[src/rtl/afu_pkg.sv]
package afu_pkg;
  localparam int DATA_W = 16;
  localparam int HALF_W = DATA_W / 2;

  typedef enum logic [2:0] {
    OP_ADD = 3'd0, OP_ADC = 3'd1, OP_SUB = 3'd2, OP_SBB = 3'd3,
    OP_AND = 3'd4, OP_OR  = 3'd5, OP_XOR = 3'd6, OP_CMP = 3'd7
  } alu_op_e;

  typedef enum logic [2:0] {
    FC_NONE = 3'd0, FC_CLR_C = 3'd1, FC_SET_C = 3'd2, FC_CLR_D = 3'd3,
    FC_SET_D = 3'd4, FC_CLR_I = 3'd5, FC_SET_I = 3'd6, FC_RSVD = 3'd7
  } flag_cmd_e;

  localparam int FB_CF = 0;
  localparam int FB_PF = 2;
  localparam int FB_AF = 4;
  localparam int FB_ZF = 6;
  localparam int FB_SF = 7;
  localparam int FB_TF = 8;
  localparam int FB_IF = 9;
  localparam int FB_DF = 10;
  localparam int FB_OF = 11;
  localparam int FB_ONE = 1;

  typedef struct packed {
    logic cf;
    logic pf;
    logic af;
    logic zf;
    logic sf;
    logic of;
  } status_t;

  // Even-ones test on one byte
  function automatic logic even_ones(input logic [7:0] v);
    return ~(^v);
  endfunction

  // Top bit of a value under the selected operand size
  function automatic logic top_bit(input logic [DATA_W-1:0] v, input logic word);
    return word ? v[DATA_W-1] : v[HALF_W-1];
  endfunction

  // Signed overflow from operand and result sign bits
  function automatic logic sign_ovf(input logic sa, input logic sb,
                                    input logic sr, input logic sub);
    return sub ? ((sa != sb) && (sr != sa)) : ((sa == sb) && (sr != sa));
  endfunction
endpackage

[src/rtl/afu_datapath.sv]
module afu_datapath
  import afu_pkg::*;
#(
  parameter int W = DATA_W
) (
  input  logic [2:0]   op,
  input  logic         word_sel,
  input  logic [W-1:0] a,
  input  logic [W-1:0] b,
  input  logic         cin,
  output logic [W-1:0] res,
  output status_t      st
);
  localparam int H = W / 2;

  logic [W-1:0] a_m, b_m, logic_v, raw;
  logic [W:0]   ext_sum, ext_dif, ext_sel;
  logic [4:0]   nib_sum, nib_dif;
  logic         use_c, c_in, is_sub, is_logic, carry_out, ma, mb, mr;

  always_comb begin
    a_m      = word_sel ? a : {{H{1'b0}}, a[H-1:0]};
    b_m      = word_sel ? b : {{H{1'b0}}, b[H-1:0]};
    use_c    = (op == OP_ADC) || (op == OP_SBB);
    c_in     = use_c & cin;
    is_sub   = (op == OP_SUB) || (op == OP_SBB) || (op == OP_CMP);
    is_logic = (op == OP_AND) || (op == OP_OR) || (op == OP_XOR);

    ext_sum = {1'b0, a_m} + {1'b0, b_m} + {{W{1'b0}}, c_in};
    ext_dif = {1'b0, a_m} - {1'b0, b_m} - {{W{1'b0}}, c_in};
    nib_sum = {1'b0, a_m[3:0]} + {1'b0, b_m[3:0]} + {4'b0, c_in};
    nib_dif = {1'b0, a_m[3:0]} - {1'b0, b_m[3:0]} - {4'b0, c_in};

    case (op)
      OP_AND:  logic_v = a_m & b_m;
      OP_OR:   logic_v = a_m | b_m;
      default: logic_v = a_m ^ b_m;
    endcase

    ext_sel   = is_sub ? ext_dif : ext_sum;
    raw       = is_logic ? logic_v : ext_sel[W-1:0];
    res       = word_sel ? raw : {{H{1'b0}}, raw[H-1:0]};
    carry_out = word_sel ? ext_sel[W] : ext_sel[H];

    ma = top_bit(a_m, word_sel);
    mb = top_bit(b_m, word_sel);
    mr = top_bit(res, word_sel);

    st.cf = carry_out & ~is_logic;
    st.of = sign_ovf(ma, mb, mr, is_sub) & ~is_logic;
    st.af = (is_sub ? nib_dif[4] : nib_sum[4]) & ~is_logic;
    st.zf = (res == '0);
    st.sf = mr;
    st.pf = even_ones(res[7:0]);
  end
endmodule

[src/rtl/afu_flagreg.sv]
module afu_flagreg
  import afu_pkg::*;
(
  input  logic        clk,
  input  logic        rst_n,
  input  logic        status_wr,
  input  status_t     st_in,
  input  logic [2:0]  cmd,
  output logic [15:0] flags
);
  status_t st_q;
  logic    df_q, ie_q;
  logic    carry_cmd;

  assign carry_cmd = (cmd == FC_CLR_C) || (cmd == FC_SET_C);

  always_ff @(posedge clk or negedge rst_n) begin
    if (!rst_n) begin
      st_q <= '0;
      df_q <= 1'b0;
      ie_q <= 1'b0;
    end else begin
      if (status_wr) st_q <= st_in;
      if (carry_cmd) st_q.cf <= (cmd == FC_SET_C);
      if (cmd == FC_CLR_D) df_q <= 1'b0;
      if (cmd == FC_SET_D) df_q <= 1'b1;
      if (cmd == FC_CLR_I) ie_q <= 1'b0;
      if (cmd == FC_SET_I) ie_q <= 1'b1;
    end
  end

  always_comb begin
    flags         = '0;
    flags[FB_ONE] = 1'b1;
    flags[FB_CF]  = st_q.cf;
    flags[FB_PF]  = st_q.pf;
    flags[FB_AF]  = st_q.af;
    flags[FB_ZF]  = st_q.zf;
    flags[FB_SF]  = st_q.sf;
    flags[FB_OF]  = st_q.of;
    flags[FB_TF]  = 1'b0;
    flags[FB_IF]  = ie_q;
    flags[FB_DF]  = df_q;
  end
endmodule

[src/rtl/arith_flag_unit.sv]
module arith_flag_unit
  import afu_pkg::*;
(
  input  logic        clk,
  input  logic        rst_n,
  input  logic        op_valid,
  input  logic [2:0]  op_code,
  input  logic        word_sel,
  input  logic [15:0] opnd_a,
  input  logic [15:0] opnd_b,
  input  logic [2:0]  flag_cmd,
  output logic [15:0] result,
  output logic [15:0] flags
);
  logic [DATA_W-1:0] dp_res;
  status_t           dp_st;
  logic              res_wr;
  logic              status_wr;

  assign status_wr = op_valid;
  assign res_wr    = op_valid && (op_code != OP_CMP);

  afu_datapath #(.W(DATA_W)) u_dp (
    .op       (op_code),
    .word_sel (word_sel),
    .a        (opnd_a),
    .b        (opnd_b),
    .cin      (flags[FB_CF]),
    .res      (dp_res),
    .st       (dp_st)
  );

  afu_flagreg u_fr (
    .clk       (clk),
    .rst_n     (rst_n),
    .status_wr (status_wr),
    .st_in     (dp_st),
    .cmd       (flag_cmd),
    .flags     (flags)
  );

  always_ff @(posedge clk or negedge rst_n) begin
    if (!rst_n)      result <= '0;
    else if (res_wr) result <= dp_res;
  end
endmodule

[config.mk]
export PLATFORM = sky130hd
export DESIGN_NAME = arith_flag_unit
export DESIGN_NICKNAME = d
export VERILOG_FILES = /design/src/rtl/afu_pkg.sv /design/src/rtl/afu_datapath.sv /design/src/rtl/afu_flagreg.sv /design/src/rtl/arith_flag_unit.sv
export SDC_FILE = /design/constraint.sdc
export NUM_CORES = 1
export LEC_CHECK = 0
export CAP_MARGIN = 15
export CORE_ASPECT_RATIO = 0.6
export CORE_MARGIN = 2
export CORE_UTILIZATION = 45
export DETAILED_ROUTE_END_ITERATION = 8
export GPL_ROUTABILITY_DRIVEN = 0
export GPL_TIMING_DRIVEN = 0
export PLACE_DENSITY = 0.76
export SKIP_CTS_REPAIR_TIMING = 1
export SYNTH_ARGS = -nofsm -noshare
export SYNTH_HDL_FRONTEND = slang
export SYNTH_SLANG_ARGS = --single-unit
[constraint.sdc]
create_clock -name clk -period 3.5 [get_ports clk]
set_clock_uncertainty 0.05 [all_clocks]
set_input_delay 0.7 -clock clk [delete_from_list [all_inputs] [get_ports clk]]
set_output_delay 0.7 -clock clk [all_outputs]
set_load 0.05 [all_outputs]
**After elaboration in Yosys (flattened, before gate mapping)**

Cells that the tools add are included.

- Bits in registers: 24
- Bits of input ports: 42
- Output and inout port bits: 32

- Add/subtract/negate cells: 8
- Equal/unequal tests: 17
- Multiplexer cells: 18
- Bitwise operators: 9
- Reductions and logical operators: 14

Operators with widths:

| operator | number |
|---|---|
| 16-bit two-way mux | 4 |
| 16-bit case mux with 2 select lines | 1 |
| 3-bit == test (second input constant) | 7 |
| 16-bit by 16-bit adder with 17-bit output | 1 |
| 17-bit by 1-bit adder with 17-bit output | 1 |
| 17-bit two-way mux | 1 |
| 16-bit by 16-bit subtractor with 17-bit output | 1 |
| 17-bit by 1-bit subtractor with 17-bit output | 1 |
| 16-bit AND | 1 |
| 16-bit zero test | 1 |
| 16-bit OR | 1 |
| 16-bit bitwise XOR | 1 |
| 3-bit by 2-bit == test with 1-bit output (second input constant) | 4 |
| 1-bit two-way mux | 11 |
| 8-bit parity | 1 |
| 3-bit by 1-bit == test with 1-bit output (second input constant) | 2 |
| 1-bit logical OR | 6 |
| 6-bit two-way mux | 1 |
| 2-bit nonzero test | 3 |
| 4-bit by 4-bit adder with 5-bit output | 1 |
| 5-bit by 1-bit adder with 5-bit output | 1 |
| 4-bit by 4-bit subtractor with 5-bit output | 1 |
| 5-bit by 1-bit subtractor with 5-bit output | 1 |
| 1-bit AND | 4 |
| 5 further kinds | 9 |

**Logic depth before layout (Yosys ltp)**

- Depth in word-level cells: 14
- Depth in mapped cells: 19

**By module**

From an unflattened synthesis, not the netlist that was laid out.

- Cell total of the unflattened synthesis: 598
- Area total of the unflattened synthesis: 4463.0 sq um

By module, submodules not included:

| module | instances | cells an instance | area each (sq um) |
|---|---|---|---|
| afu_datapath | 1 | 467 | 3125.5 |
| arith_flag_unit | 1 | 92 | 914.6 |
| afu_flagreg | 1 | 39 | 422.9 |

**Least setup slack after synthesis**

No wires, ideal clock.

- Kind: input port to flip-flop
- From: in op_code[0]
- To: reg result[15]
- Setup time: 0.125 ns
- Arrival: 3.983 ns
- Required time: 3.325 ns
- Setup slack: -0.658 ns
- Stages on the path: 13
- Cell sequence: clkbuf_1 -> clkbuf_1 -> nand3b_1 -> fa_1 -> ha_1 -> a211oi_4 -> o22ai_1 -> o211a_1 -> a221o_1 -> a211o_1 -> o311a_4 -> and2_4 -> mux2_2

- Cells in the longest elaborated chain, start to end: 7
- Elaborated cells on any way between the ends: 21
- Those cells by class: add/sub (2); eq/ne (8); mux (4); bitwise (1); reduce/logical (6)

RTL lines:

| item | RTL line | RTL |
|---|---|---|
| start: declaration | arith_flag_unit.sv:7 | `input logic [2:0] op_code,` |
| 3-bit by 1-bit == test with 1-bit output or 3-bit by 2-bit == test with 1-bit output (tied branches) | afu_datapath.sv:24, afu_datapath.sv:26 |  |
| 1-bit logical OR | afu_datapath.sv:24 | `use_c = (op == OP_ADC) \|\| (op == OP_SBB);` |
| 1-bit AND | afu_datapath.sv:25 | `c_in = use_c & cin;` |
| 17-bit by 1-bit adder with 17-bit output or 17-bit by 1-bit subtractor with 17-bit output (tied branches) | afu_datapath.sv:29, afu_datapath.sv:30 |  |
| 17-bit two-way mux | afu_datapath.sv:40 | `ext_sel = is_sub ? ext_dif : ext_sum;` |
| 16-bit two-way mux | afu_datapath.sv:41 | `raw = is_logic ? logic_v : ext_sel[W-1:0];` |
| 16-bit two-way mux | afu_datapath.sv:42 | `res = word_sel ? raw : {{H{1'b0}}, raw[H-1:0]};` |
| end signal: assignment | arith_flag_unit.sv:44 | `else if (res_wr) result <= dp_res;` |
| end: declaration | arith_flag_unit.sv:12 | `output logic [15:0] result,` |

Several ways; a longest one is shown, not always the timed one.
A chain may end at the register's enable or synchronous reset.

**Worst setup path in the final report**

- From: in op_code[2]
- To: reg u_fr.st_q, in the netlist u_fr.flags[2]

- Cells in the longest elaborated chain, start to end: 9
- Elaborated cells on any way between the ends: 21
- Those cells by class: add/sub (2); eq/ne (7); mux (4); bitwise (2); reduce/logical (6)

RTL lines:

| item | RTL line | RTL |
|---|---|---|
| 3-bit by 1-bit == test with 1-bit output or 3-bit by 2-bit == test with 1-bit output (tied branches) | afu_datapath.sv:24, afu_datapath.sv:26 |  |
| 1-bit logical OR | afu_datapath.sv:24 |  |
| 1-bit AND | afu_datapath.sv:25 |  |
| 17-bit by 1-bit adder with 17-bit output or 17-bit by 1-bit subtractor with 17-bit output (tied branches) | afu_datapath.sv:29, afu_datapath.sv:30 |  |
| 17-bit two-way mux | afu_datapath.sv:40 |  |
| 16-bit two-way mux (*) | afu_datapath.sv:41 |  |
| 16-bit two-way mux (*) | afu_datapath.sv:42 |  |
| 8-bit parity (*) | afu_pkg.sv:37 | `return ~(^v);` |
| 1-bit inverter (*) | afu_pkg.sv:37 |  |
| end signal: assignment | afu_flagreg.sv:23 | `if (status_wr) st_q <= st_in;` |
| end: declaration | afu_flagreg.sv:11 | `status_t st_q;` |

Every way passes the cells marked *; elsewhere a longest branch is shown, timed or not.

==> flow_metrics.py <==
metrics = {
    "outcome": {
        "outcome": "finished with violations",
        "violations": "setup timing",
    },
    "floorplan": {
        "die-height_um": 79.4,
        "num_rows": 27,
        "start_util_pct": 46.5,
        "core_area_um2": 9190,
        "dieArea_um2": 10300,
        "ioPinCount": 74,
        "die_w_um": 130,
    },
    "clocking": {
        "clk_latency_ns": 0.25,
        "clk_pin_slew_worst_paths_ns": 0.06,
        "cts_tree": "built",
        "cts_root_buf": "clkbuf_16",
        "htreeDepth": 1,
        "cts_buffers": 3,
        "clock-sinks": 24,
        "clock_path_buffers": 2,
    },
    "cells_and_area": {
        "drive_gt1_share_pct": 19.3,
        "area_growth_pct": 34.5,
        "layout.nets": 767,
        "insertedDiodeCount": 0,
        "fin_area_um2": 5740,
        "final_cells": 784,
        "nFillCells": 820,
    },
    "place": {
        "io_buffers": 64,
        "dpl-instance-area_um2": 5220,
        "numPlacedInstances": 760,
        "dpl.hpwl_mm": 10.7,
        "dp_slack_ns": -1.57,
    },
    "sta": {
        "finalHoldViolCount": 0,
        "fmax_mhz": 249,
        "setup_viol": 8,
        "finalSetupTns_ns": -1.98,
        "rsz0062_at_grt": "yes",
        "fin_crit_ns": 4.01,
        "finalCritPeriodShare_pct": 115,
        "postLayoutSetupSlackWorst_ns": -0.513,
        "final-max-slew-violation-count": 0,
        "relSlewSlack_pct": 42.1,
        "worst_pin_slew_ns": 0.865,
        "whs_ns": 0.437,
    },
    "min_path": {
        "hp-class": "register to register",
        "hold_path_depth": 2,
    },
    "yosys": {
        "yosys.area.top_type": "ha_1",
        "ys_top_cells_by_count": "inv_1 (69), nand2_1 (68), ha_1 (66)",
        "synth-edff-count": 0,
        "ys_warn_count": 0,
        "async_reset_ff_share_pct": 100,
        "syn_area_um2": 4270,
        "ys_seq_area_share_pct": 14.1,
        "synth.distinct_cells": 75,
        "yosysTopAreaCellShare_pct": 19.3,
        "yosysMostFrequentCell": "inv_1",
        "ys_ff_latch": 24,
        "ys.flop_type": "dfrtp_1",
        "synth_cells": 560,
        "yosys-top-cells-area": "ha_1 (19%), dfrtp_1 (14%), inv_1 (6.1%)",
        "avgSynthCellArea_um2": 7.62,
    },
    "detailed_routing": {
        "routedWlPerCell_um": 17.9,
        "via_per_inst": 5.89,
        "firstDrtPassIters": 6,
        "drc": 0,
        "final_antenna_net_count": 0,
        "first_iter_violations": 506,
        "routed_wl_mm": 14.1,
        "vias": 4618,
    },
    "power_and_ir_drop": {
        "pwr-share-seq_pct": 18.0,
        "p_comb_share_pct": 68.6,
        "swShare_pct": 46.3,
        "powerDensity_nw_per_um2": 347,
        "vdd_drop_max_uv": 280,
        "p_switching_mw": 0.921,
        "total_leakage_power_nw": 2.63,
        "p_clk_share_pct": 13.4,
        "internal-power_mw": 1.07,
    },
    "setup_path": {
        "crit_path_end_kind": "register",
        "cp_data_required_time_ns": 3.59,
        "r2r_cells": 16,
        "critical_path.startpoint_type": "primary input",
        "cp.arrival_ns": 4.10,
        "crit_type": "primary input to register",
        "reg2reg_slack_ns": -0.15,
        "critPathMaxFanout": 5,
    },
    "global_routing": {
        "antenna_found_initial": 0,
        "grt_max_degree": 25,
        "gr-total-overflow": 0,
        "grt_pass1_vias": 4180,
        "grt_usage_pct": 25.9,
        "grt_pass1_wl_mm": 21.1,
    },
    "run": {
        "drv_cap": 0,
    },
}
-- sequential cells by signal (all words and copies together) (netlist names) --
| register | cells |
|---|---|
| u_fr.ie_q | 1 |
| result | 16 |
| u_fr.df_q | 1 |
| u_fr.flags | 6 |
-- metal layers --
metal / GRT usage [%] / part of all wire (%) / vias to the layer above
met5: 0 / 0 / -
met4: 5.91 / 2.4 / 0
met3: 2.61 / 9.6 / 45
met2: 41.2 / 44 / 265
met1: 37.9 / 44 / 2164
li1: - / - / 2144
-- worst paths after layout --
kind / from / endpoint
max in group asynchronous: rst_n / u_fr.flags[6]
worst min-delay path: result[9] / result[9]
worst min register to register: result[9] / result[9]
min in group asynchronous: rst_n / u_fr.flags[4]
worst max-delay path: op_code[2] / u_fr.flags[2]
worst max register to register: u_fr.flags[0] / u_fr.flags[2]
-- layout by cell type (no fill, tap or decap), types with 6 or more instances in the layout --
cell type / count
o21ai_1: 7
xnor2_1: 13
ha_2: 8
buf_4: 32
a21oi_2: 6
nor3_1: 6
ha_4: 7
clkbuf_1: 11
nand3_1: 10
nand2_1: 67
mux2i_1: 10
inv_1: 67
xor2_1: 7
dfrtp_1: 24
o22ai_1: 17
nor2_1: 28
a21o_1: 8
ha_1: 51
a21oi_1: 29
clkdlybuf4s50_1: 58
o21ai_0: 32
conb_1: 8
-- layout make-up --
type / count / area, um^2 / area share, %
multi-input combinational: 435 / 3530 / 61.5
timing repair buffer: 85 / 821 / 14.3
sequential: 24 / 601 / 10.5
buffer: 37 / 277 / 4.81
inverter: 69 / 259 / 4.51
tap: 130 / 163 / 2.83
clock buffer: 4 / 88.8 / 1.55
-- cell families after synthesis --
kind of cell / after synthesis / synth area share, %
AOI/OAI and AO/OA: 176 / 29.7
xor gates and xnor gates: 22 / 4.51
adders and majority gates: 70 / 21.2
buffers and inverters: 107 / 11.6
DFF: 24 / 14.1
muxes: 14 / 3.46
other: 2 / 0.176
and+or+nand+nor: 145 / 15.3
-- power by group through the flow --
stage               clock network (mW)  logic (mW)  registers (mW)
floorplan                            0       0.678           0.513
global placement                     0        1.14           0.360
detailed placement                   0        1.18           0.364
CTS                              0.269        1.18           0.359
global route                     0.280        1.45           0.363
finish                           0.267        1.37           0.359
-- critical path: stages --
cell      delay [ns]
buf_8           0.11
buf_8           0.12
buf_8           0.11
nand3b_1        0.20
buf_4           0.17
fa_2            0.38
fa_2            0.37
o21a_1          0.21
nor2_2          0.18
xor2_1          0.09
o22ai_1         0.24
o22ai_1         0.13
a21o_1          0.27
ha_4            0.27
xnor2_2         0.14
xnor2_1         0.15
mux2_4          0.27
-- stage by stage --
stage | total power, mW | utilization (%)
after floorplan | 1.19 | -
after global placement | 1.50 | 56.8
after detailed placement | 1.54 | 56.8
after CTS | 1.81 | 57.7
after global routing | 2.09 | 62.5
final | 1.99 | 62.5
No activity file was read; power rests on OpenSTA's default activity.
